===== config.mk =====
export PLATFORM = sky130hd
export DESIGN_NAME = gpio_evt_port
export DESIGN_NICKNAME = d
export VERILOG_FILES = /design/src/rtl/gpio_evt_pkg.sv /design/src/rtl/gpio_evt_sync.sv /design/src/rtl/gpio_evt_detect.sv /design/src/rtl/gpio_evt_regs.sv /design/src/rtl/gpio_evt_port.sv
export SDC_FILE = /design/constraint.sdc
export NUM_CORES = 1
export LEC_CHECK = 0
export BUFFER_PORTS_ARGS = -buffer_cell sky130_fd_sc_hd__buf_4
export CORE_MARGIN = 2
export CORE_UTILIZATION = 40
export DETAILED_ROUTE_END_ITERATION = 10
export PLACE_DENSITY = 0.62
export SYNTH_ARGS = -nofsm -noshare
export SYNTH_HDL_FRONTEND = slang
export SYNTH_HIERARCHICAL = 1
export SYNTH_SLANG_ARGS = --single-unit

===== constraint.sdc =====
create_clock -name clk -period 5.9 [get_ports clk]
set_clock_uncertainty 0.05 [all_clocks]
set_input_delay 1.18 -clock clk [delete_from_list [all_inputs] [get_ports clk]]
set_output_delay 1.18 -clock clk [all_outputs]
set_load 0.005 [all_outputs]

===== src/rtl/gpio_evt_pkg.sv =====
`timescale 1ns/1ps
package gpio_evt_pkg;
  localparam int unsigned BUS_W   = 32;
  localparam int unsigned ADDR_W  = 6;
  localparam int unsigned SLOT_W  = 4;
  localparam int unsigned CODE_W  = 3;
  localparam int unsigned SLOTS   = BUS_W / SLOT_W;

  localparam logic [ADDR_W-1:0] OFS_DOUT    = 6'h00;
  localparam logic [ADDR_W-1:0] OFS_DIR     = 6'h04;
  localparam logic [ADDR_W-1:0] OFS_PIN     = 6'h08;
  localparam logic [ADDR_W-1:0] OFS_IEN     = 6'h0C;
  localparam logic [ADDR_W-1:0] OFS_STAT    = 6'h10;
  localparam logic [ADDR_W-1:0] OFS_ICLR    = 6'h14;
  localparam logic [ADDR_W-1:0] OFS_MSET    = 6'h18;
  localparam logic [ADDR_W-1:0] OFS_MCLR    = 6'h1C;
  localparam logic [ADDR_W-1:0] OFS_MODE_LO = 6'h20;
  localparam logic [ADDR_W-1:0] OFS_MODE_HI = 6'h24;
  localparam logic [ADDR_W-1:0] OFS_SRST    = 6'h28;

  // low two bits of a trigger code; bit 2 selects both edges
  typedef enum logic [1:0] {
    TRG_FALL = 2'b00,
    TRG_RISE = 2'b01,
    TRG_LOW  = 2'b10,
    TRG_HIGH = 2'b11
  } trig_base_e;
endpackage


===== src/rtl/gpio_evt_sync.sv =====
`timescale 1ns/1ps
module gpio_evt_sync #(
  parameter int unsigned NPINS = 16
) (
  input  logic             clk,
  input  logic             rst_n,
  input  logic [NPINS-1:0] pin_in,
  output logic [NPINS-1:0] pin_sync
);
  for (genvar i = 0; i < NPINS; i++) begin : g_pin
    logic meta_q, stab_q;
    always_ff @(posedge clk or negedge rst_n) begin
      if (!rst_n) begin
        meta_q <= 1'b0;
        stab_q <= 1'b0;
      end else begin
        meta_q <= pin_in[i];
        stab_q <= meta_q;
      end
    end
    assign pin_sync[i] = stab_q;
  end
endmodule


===== src/rtl/gpio_evt_detect.sv =====
`timescale 1ns/1ps
module gpio_evt_detect
  import gpio_evt_pkg::*;
#(
  parameter int unsigned NPINS = 16
) (
  input  logic                    clk,
  input  logic                    rst_n,
  input  logic                    srst,
  input  logic [NPINS-1:0]        pin_sync,
  input  logic [NPINS*CODE_W-1:0] mode,
  input  logic [NPINS-1:0]        ien,
  input  logic [NPINS-1:0]        iclr,
  output logic [NPINS-1:0]        status
);
  logic [NPINS-1:0] prev_q;
  logic [NPINS-1:0] hit;
  logic [NPINS-1:0] status_d, status_q;

  always_ff @(posedge clk or negedge rst_n) begin
    if (!rst_n) prev_q <= '0;
    else        prev_q <= pin_sync;
  end

  for (genvar i = 0; i < NPINS; i++) begin : g_trig
    logic [CODE_W-1:0] code;
    logic rise, fall;
    assign code = mode[CODE_W*i +: CODE_W];
    assign rise = pin_sync[i] & ~prev_q[i];
    assign fall = ~pin_sync[i] & prev_q[i];
    always_comb begin
      if (code[2]) begin
        hit[i] = rise | fall;
      end else begin
        case (trig_base_e'(code[1:0]))
          TRG_FALL: hit[i] = fall;
          TRG_RISE: hit[i] = rise;
          TRG_LOW:  hit[i] = ~pin_sync[i];
          TRG_HIGH: hit[i] = pin_sync[i];
          default:  hit[i] = 1'b0;
        endcase
      end
    end
  end

  always_comb begin
    if (srst) status_d = '0;
    else      status_d = (status_q & ~iclr) | (hit & ien);
  end

  always_ff @(posedge clk or negedge rst_n) begin
    if (!rst_n) status_q <= '0;
    else        status_q <= status_d;
  end

  assign status = status_q;
endmodule


===== src/rtl/gpio_evt_regs.sv =====
`timescale 1ns/1ps
module gpio_evt_regs
  import gpio_evt_pkg::*;
#(
  parameter int unsigned NPINS = 16
) (
  input  logic                    clk,
  input  logic                    rst_n,
  input  logic                    bus_wr,
  input  logic [ADDR_W-1:0]       bus_addr,
  input  logic [BUS_W-1:0]        bus_wdata,
  output logic [BUS_W-1:0]        bus_rdata,
  input  logic [NPINS-1:0]        pin_sync,
  input  logic [NPINS-1:0]        status,
  output logic [NPINS-1:0]        dout,
  output logic [NPINS-1:0]        dir,
  output logic [NPINS-1:0]        ien,
  output logic [NPINS-1:0]        mask,
  output logic [NPINS*CODE_W-1:0] mode,
  output logic                    srst,
  output logic [NPINS-1:0]        iclr
);
  localparam int unsigned PAD = BUS_W - NPINS;

  logic [NPINS-1:0]        dout_d, dout_q, dir_d, dir_q, ien_d, ien_q, mask_d, mask_q;
  logic [NPINS*CODE_W-1:0] mode_d, mode_q;
  logic                    srst_d, srst_q;
  logic                    reg_en;
  logic [NPINS-1:0]        wd;
  logic [BUS_W-1:0]        mode_lo_rd, mode_hi_rd;
  logic                    unused_wdata;

  assign wd           = bus_wdata[NPINS-1:0];
  assign unused_wdata = ^bus_wdata;
  assign reg_en       = bus_wr | srst_q;

  always_comb begin
    dout_d = dout_q;
    dir_d  = dir_q;
    ien_d  = ien_q;
    mask_d = mask_q;
    mode_d = mode_q;
    srst_d = srst_q;
    if (bus_wr) begin
      case (bus_addr)
        OFS_DOUT: dout_d = wd;
        OFS_DIR:  dir_d  = wd;
        OFS_IEN:  ien_d  = wd;
        OFS_MSET: mask_d = mask_q | wd;
        OFS_MCLR: mask_d = mask_q & ~wd;
        OFS_SRST: srst_d = bus_wdata[0];
        default:  ;
      endcase
      for (int i = 0; i < NPINS; i++) begin
        if (bus_addr == ((i < SLOTS) ? OFS_MODE_LO : OFS_MODE_HI))
          mode_d[CODE_W*i +: CODE_W] = bus_wdata[SLOT_W*(i % SLOTS) +: CODE_W];
      end
    end
    if (srst_q) begin
      dout_d = '0;
      dir_d  = '0;
      ien_d  = '0;
      mask_d = '1;
      mode_d = '0;
    end
  end

  always_ff @(posedge clk or negedge rst_n) begin
    if (!rst_n) begin
      dout_q <= '0;
      dir_q  <= '0;
      ien_q  <= '0;
      mask_q <= '1;
      mode_q <= '0;
      srst_q <= 1'b0;
    end else if (reg_en) begin
      dout_q <= dout_d;
      dir_q  <= dir_d;
      ien_q  <= ien_d;
      mask_q <= mask_d;
      mode_q <= mode_d;
      srst_q <= srst_d;
    end
  end

  // one-cycle clear request toward the detector
  assign iclr = (bus_wr && bus_addr == OFS_ICLR && !srst_q) ? wd : '0;

  always_comb begin
    mode_lo_rd = '0;
    mode_hi_rd = '0;
    for (int i = 0; i < NPINS; i++) begin
      if (i < SLOTS) mode_lo_rd[SLOT_W*(i % SLOTS) +: CODE_W] = mode_q[CODE_W*i +: CODE_W];
      else           mode_hi_rd[SLOT_W*(i % SLOTS) +: CODE_W] = mode_q[CODE_W*i +: CODE_W];
    end
  end

  always_comb begin
    case (bus_addr)
      OFS_DOUT:    bus_rdata = {{PAD{1'b0}}, dout_q};
      OFS_DIR:     bus_rdata = {{PAD{1'b0}}, dir_q};
      OFS_PIN:     bus_rdata = {{PAD{1'b0}}, pin_sync};
      OFS_IEN:     bus_rdata = {{PAD{1'b0}}, ien_q};
      OFS_STAT:    bus_rdata = {{PAD{1'b0}}, status};
      OFS_MSET:    bus_rdata = {{PAD{1'b0}}, mask_q};
      OFS_MODE_LO: bus_rdata = mode_lo_rd;
      OFS_MODE_HI: bus_rdata = mode_hi_rd;
      OFS_SRST:    bus_rdata = {{(BUS_W-1){1'b0}}, srst_q};
      default:     bus_rdata = '0;
    endcase
  end

  assign dout = dout_q;
  assign dir  = dir_q;
  assign ien  = ien_q;
  assign mask = mask_q;
  assign mode = mode_q;
  assign srst = srst_q;
endmodule


===== src/rtl/gpio_evt_port.sv =====
`timescale 1ns/1ps
module gpio_evt_port
  import gpio_evt_pkg::*;
#(
  parameter int unsigned NPINS = 16
) (
  input  logic             clk,
  input  logic             rst_n,
  input  logic             bus_wr,
  input  logic [5:0]       bus_addr,
  input  logic [31:0]      bus_wdata,
  output logic [31:0]      bus_rdata,
  input  logic [NPINS-1:0] pin_in,
  output logic [NPINS-1:0] pin_out,
  output logic [NPINS-1:0] pin_oe,
  output logic             irq
);
  logic [1:0]              rst_pipe;
  logic                    rst_sync_n;
  logic [NPINS-1:0]        pin_sync, status_q, ien_q, mask_q, iclr;
  logic [NPINS*CODE_W-1:0] mode_q;
  logic                    srst_q;

  always_ff @(posedge clk or negedge rst_n) begin
    if (!rst_n) rst_pipe <= 2'b00;
    else        rst_pipe <= {rst_pipe[0], 1'b1};
  end
  assign rst_sync_n = rst_pipe[1];

  gpio_evt_sync #(.NPINS(NPINS)) u_sync (
    .clk      (clk),
    .rst_n    (rst_sync_n),
    .pin_in   (pin_in),
    .pin_sync (pin_sync)
  );

  gpio_evt_regs #(.NPINS(NPINS)) u_regs (
    .clk       (clk),
    .rst_n     (rst_sync_n),
    .bus_wr    (bus_wr),
    .bus_addr  (bus_addr),
    .bus_wdata (bus_wdata),
    .bus_rdata (bus_rdata),
    .pin_sync  (pin_sync),
    .status    (status_q),
    .dout      (pin_out),
    .dir       (pin_oe),
    .ien       (ien_q),
    .mask      (mask_q),
    .mode      (mode_q),
    .srst      (srst_q),
    .iclr      (iclr)
  );

  gpio_evt_detect #(.NPINS(NPINS)) u_detect (
    .clk      (clk),
    .rst_n    (rst_sync_n),
    .srst     (srst_q),
    .pin_sync (pin_sync),
    .mode     (mode_q),
    .ien      (ien_q),
    .iclr     (iclr),
    .status   (status_q)
  );

  assign irq = |(status_q & ien_q & ~mask_q);
endmodule


==> flow_metrics.tcl, run 1 <==
set metrics [dict create \
    critPathMaxFanout 16 \
    path_class "in -> out" \
    required_ns 4.67 \
    htree_levels 4 \
    io_pins 122 \
    cap_violations 0 \
    worst_pin_slew_ns 1.00 \
    gp_congestion 0.858 \
    cp_num_buf_inv 2 \
    final_nets 1149 \
    rows 55 \
    place_hpwl_mm 17.3 \
    async_flop_share_pct 100 \
    worstSetupStartpointType "input pin" \
    crit_path_end_kind "output port" \
    slowest_stage "nor3b_4" \
    path_cells "buf_4 > or4b_1 > nor3b_4 > a222oi_1 > o21ai_0 > buf_4" \
    ys_warn_count 6 \
    finalCritPeriodShare_pct 79.1 \
    power_w 0.00292 \
    ys_seq_elements 179 \
    grt_max_degree 77 \
    fin_cells 1386 \
    die_w_um 157 \
    slowest_delay_ns 0.86 \
    crit_family "simple AND/OR/NAND/NOR gates" \
    diodes 0 \
    slew_violations 0 \
    outcome "complete, no violations" \
    via_per_inst 5.42 \
    ys_types 51 \
    vdd_drop_max_mv 0.179 \
    numCtsBuffers 17 \
    clock_latency_ns 0.43 \
    cts_tree "done" \
    dr_total_vias 7512 \
    dp_cells 1354 \
    clk_pin_slew_ns 0.07 \
    overflow 0 \
    cts_resized 0 \
    crit_arrival_ns 3.44 \
    routed_wl_mm 26.8 \
    grt_usage_pct 22.6 \
    max_freq_mhz 214 \
    avgRoutedWirePerCell_um 19.4 \
    antenna_found_initial 0 \
    place_area_um2 10200 \
    cts.sinks 179 \
    syn_avg_cell_area_um2 9.32 \
    min_period_ns 4.67 \
    slew_headroom_pct 32.9 \
    ys_top_cells_by_count "nand2_1, dfrtp_1, a21oi_1, clkbuf_1, a211oi_1" \
    syn-cell-area_um2 9340 \
    critPathMostFrequentCell "buf_4" \
    ant_nets 0 \
    cts_hold_buf 0 \
    route.detailed.drc 0 \
    yosysTopAreaCell "dfrtp_1" \
    synth_most_common_cell "nand2_1" \
    clockRootBuffer "clkbuf_16" \
    hold_viol 0 \
    power_leakage_nw 4.80 \
    post_cts_buffers 0 \
    synth_flop_cell "dfrtp_1" \
    setup_tns_ns 0 \
    hold_class "reg -> reg" \
    cts_buffer_depth 2 \
    rsz0062_at_grt "false" \
    die_h_um 157 \
    synth_seq_area_share_pct 48.2 \
    drtPass1Iterations 6 \
    start_util_pct 41.0 \
    layout-drive-gt1-share_pct 20.0 \
    grt_pass1_wl_mm 42.4 \
    p_per_area_nw_per_um2 269 \
    netlist.area_leader.share_pct 43.7 \
    final_area_um2 10800 \
    synth-edff-count 0 \
    setup_viol 0 \
    syn_inst 1002 \
    grt_pass1_vias 7304 \
    area_growth_pct 15.9 \
    fp.coreArea_um2 22800 \
    drt_iter0_markers 565 \
    netlist_top_cells_area "dfrtp_1, nand2_1, a21oi_1" \
    io_buffers 113 \
    dieArea_um2 24600 \
]
where the power goes:
part,internal [W],switching [W]
sequential,0.00132,0.000116
clock,0.000670,0.000513
combinational,0.000140,0.000160
worst paths after layout:
check,start,end,slack [ns],cells after the start
max,bus_addr[1],bus_rdata[7],1.23,6
min,u_sync/g_pin[14].meta_q$_DFF_PN0_,u_sync/g_pin[14].stab_q$_DFF_PN0_,0.30,0
max reg2reg,u_regs/srst$_DFFE_PN0P_,u_detect/status[2]$_DFF_PN0_,3.44,4
min reg2reg,u_sync/g_pin[14].meta_q$_DFF_PN0_,u_sync/g_pin[14].stab_q$_DFF_PN0_,0.30,0
max in group asynchronous,rst_pipe[1]$_DFF_PN0_,u_regs/mode[16]$_DFFE_PN0P_,4.10,1
min in group asynchronous,rst_pipe[1]$_DFF_PN0_,u_regs/ien[3]$_DFFE_PN0P_,0.38,0
metrics by stage:
| stage | utilization, % | hold slack (ns) | setup WS (ns) |
|---|---|---|---|
| 3_5_place_dp | 44.8 | 0.285 | 1.24 |
| 4_1_cts | 47.5 | 0.301 | 1.22 |
| 2_1_floorplan | - | 0.281 | 0.521 |
| 6_report | 47.5 | 0.298 | 1.23 |
| 5_1_grt | 47.5 | 0.306 | 1.18 |
| 3_3_place_gp | 44.8 | 0.283 | 1.24 |
logic make-up after synthesis:
| group | count (synthesis) | synth area share (%) |
|---|---|---|
| AOI/OAI and AO/OA | 237 | 15.9 |
| adders and majority gates | 32 | 4.29 |
| buffers and inverters | 125 | 6.56 |
| DFF | 179 | 48.2 |
| muxes | 34 | 4.69 |
| other | 2 | 0.0804 |
| and+or+nand+nor | 393 | 20.3 |
registers in the layout, indices dropped and copies added, names as in the netlist:
| register | flops |
|---|---|
| u_sync/g_pin.stab_q | 16 |
| u_regs/dout | 16 |
| u_regs/dir | 16 |
| u_regs/ien | 16 |
| u_detect/prev_q | 16 |
| u_regs/mode | 48 |
| u_sync/g_pin.meta_q | 16 |
| u_regs/mask | 16 |
| rst_pipe | 2 |
| u_detect/status | 16 |
| u_regs/srst | 1 |
layout by cell type (no fill, tap or decap), types with 16 or more instances in the layout:
cell type	Yosys	layout
inv_1	36	36
nand3b_1	21	21
buf_4	22	125
and2_1	16	16
a21oi_1	125	125
o21ai_1	16	16
nor2b_1	17	17
a211oi_1	37	37
nand2_1	248	248
dfrtp_1	163	161
clkbuf_16	0	17
ha_1	32	32
a22oi_1	17	17
dfstp_2	16	16
cell type report:
type                       instances  area [um^2]
timing repair buffer             125          938
inverter                          36          135
multi-input combinational        701         4240
fill                            2162        11900
clock buffer                      21          470
tap                              313          392
clock inverter                    11          145
sequential                       179         4510
routing by layer:
metal	part of all wire (%)	track usage [%]	up-vias	wire, um
li1	-	-	3519	-
met5	0	0	-	0
met3	7.1	4.32	42	1890
met2	47	36.0	306	12700
met4	1.8	6.68	0	482
met1	44	31.4	3645	11700
No activity file was read; power rests on OpenSTA's default activity.
==> run 2: changes to the inputs <==
--- a/config.mk
+++ b/config.mk
@@ -9,7 +9,7 @@
 export CORE_MARGIN = 2
 export CORE_UTILIZATION = 40
 export DETAILED_ROUTE_END_ITERATION = 10
-export PLACE_DENSITY = 0.62
+export PLACE_DENSITY = 0.64
 export SYNTH_ARGS = -nofsm -noshare
 export SYNTH_HDL_FRONTEND = slang
 export SYNTH_HIERARCHICAL = 1
==> constraint.sdc (replaced) <==
create_clock -name clk -period 4.2 [get_ports clk]
set_clock_uncertainty 0.05 [all_clocks]
set_input_delay 0.84 -clock clk [delete_from_list [all_inputs] [get_ports clk]]
set_output_delay 0.84 -clock clk [all_outputs]
set_load 0.005 [all_outputs]
==> run 2 against run 1 <==
  * Cell count up 1.1%
  * Power up 36%
  * Core utilization is 0.21 points higher
  * Highest routed layer unchanged
  * Design area up 0.45%
  * First-iteration DRC count increased by 1.1%
==> flow_metrics.tcl, run 2 (same netlist as run 1, synthesis figures left out) <==
set metrics [dict create \
    outcome "complete, no violations" \
    dp_slack_ns 0.573 \
    gp_congestion 0.838 \
    cts_resized 0 \
    worst_pin_slew_ns 0.961 \
    max_freq_mhz 274 \
    route.detailed.drc 0 \
    required_ns 3.31 \
    critPathMaxFanout 6 \
    worstReg2RegEnd "u_regs/mask[1]$_DFFE_PN1P_" \
    overflow 0 \
    p_per_area_nw_per_um2 365 \
    crit_path_end_kind "output port" \
    power_leakage_nw 4.83 \
    critPathMostFrequentCell "buf_4" \
    worstSetupStartpointType "input pin" \
    routed_wl_mm 27.0 \
    io_pins 122 \
    clk_pin_slew_ns 0.07 \
    crit_arrival_ns 2.76 \
    largest_reg_flops 48 \
    cp_num_buf_inv 3 \
    filler_cell_count 2182 \
    clockRootBuffer "clkbuf_16" \
    setup_tns_ns 0 \
    diodes 0 \
    rsz0062_at_grt "false" \
    dr_total_vias 7582 \
    antenna_found_initial 0 \
    numCtsBuffers 17 \
    finalCritPeriodShare_pct 86.9 \
    crit_start "bus_addr[1]" \
    cts_hold_buf 0 \
    ant_nets 0 \
    slowest_stage "or4b_1" \
    cts_tree "done" \
    io_buffers 113 \
    multi_input_area_um2 4240 \
    cts.sinks 179 \
    dieArea_um2 24600 \
    rr_worst_depth 3 \
    layout_commonest_cell "nand2_1" \
    regToRegSetupSlack_ns 1.93 \
    setup.worst_path.end "bus_rdata[12]" \
    hold_ws_ns 0.121 \
    grt_pass1_wl_mm 42.4 \
    layout-drive-gt1-share_pct 21.0 \
    slew_headroom_pct 35.9 \
    slew_violations 0 \
    grt_usage_pct 22.9 \
    hold_viol 0 \
    rows 55 \
    htree_levels 4 \
    place_hpwl_mm 18.0 \
    via_per_inst 5.41 \
    cts_buffer_depth 2 \
    min_period_ns 3.65 \
    path_class "in -> out" \
    avgRoutedWirePerCell_um 19.3 \
    hold_class "in -> async" \
    die_w_um 157 \
    setup_ws_ns 0.550 \
    grt_pass1_vias 7376 \
    clock_latency_ns 0.44 \
    drt_iter0_markers 571 \
    drtPass1Iterations 6 \
    r2r-start "u_regs/srst$_DFFE_PN0P_" \
    grt_max_degree 65 \
    start_util_pct 41.0 \
    area_growth_pct 16.5 \
    post_cts_buffers 0 \
    path_cells "buf_4 > or4b_1 > nor3b_4 > buf_4 > a22oi_1 > nand3_1 > buf_4" \
    vdd_drop_max_mv 0.247 \
    slowest_delay_ns 0.75 \
    crit_family "simple AND/OR/NAND/NOR gates" \
    final_cell_mix "nand2_1, dfrtp_1, buf_4" \
    final_nets 1164 \
    cap_violations 0 \
    utilization_pct 47.8 \
    setup_viol 0 \
    die_h_um 157 \
    regArea_um2 4510 \
    cp.depth 7 \
    fp.coreArea_um2 22800 \
]
-- run 2: worst register-to-register path: cells and delay by family, from the launching register on --
family	cells	cell delay (ns)
simple gates	1	0.80
flops	1	0.70
buf+inv	1	0.44
compound gates	1	0.18
-- run 2: final cells by class --
cell class | count | share of cell area (%)
flip-flops and latches | 179 | 41.4
multi-input cells | 701 | 39.0
repair buffers | 140 | 9.66
clock buffers | 20 | 4.20
well taps | 313 | 3.60
inverters | 36 | 1.24
clock inverters | 12 | 0.897
-- run 2: worst min path at each step --
stage,cells past startpoint,startpoint,endpoint
global route,1,rst_n,rst_pipe[1]$_DFF_PN0_
floorplan,0,rst_pipe[0]$_DFF_PN0_,rst_pipe[1]$_DFF_PN0_
CTS,1,rst_n,rst_pipe[1]$_DFF_PN0_
global placement,0,u_sync/g_pin[14].meta_q$_DFF_PN0_,u_sync/g_pin[14].stab_q$_DFF_PN0_
detailed placement,0,u_sync/g_pin[15].meta_q$_DFF_PN0_,u_sync/g_pin[15].stab_q$_DFF_PN0_
finish,1,rst_n,rst_pipe[1]$_DFF_PN0_
-- run 2: routing by layer --
layer	track usage (%)	vias to the layer above	wire (um)	share of wire, %
met5	0	-	0	0
met4	7.86	0	488	1.8
met3	5.34	33	1820	6.7
met2	36.9	264	13200	49
met1	30.3	3746	11500	43
li1	-	3539	-	-
-- run 2: metrics by stage --
stage	power, W	cell area (um^2)	instances
detailed placement	0.00247	10300	1369
global route	0.00415	10900	1401
floorplan	0.00229	9350	1005
CTS	0.00400	10900	1401
finish	0.00397	10900	1401
global placement	0.00246	10300	1369
-- run 2: report_power, final --
group          total [W]  internal, W  switching, W
clock            0.00153     0.000799      0.000728
sequential       0.00201      0.00185      0.000156
combinational   0.000437     0.000201      0.000236
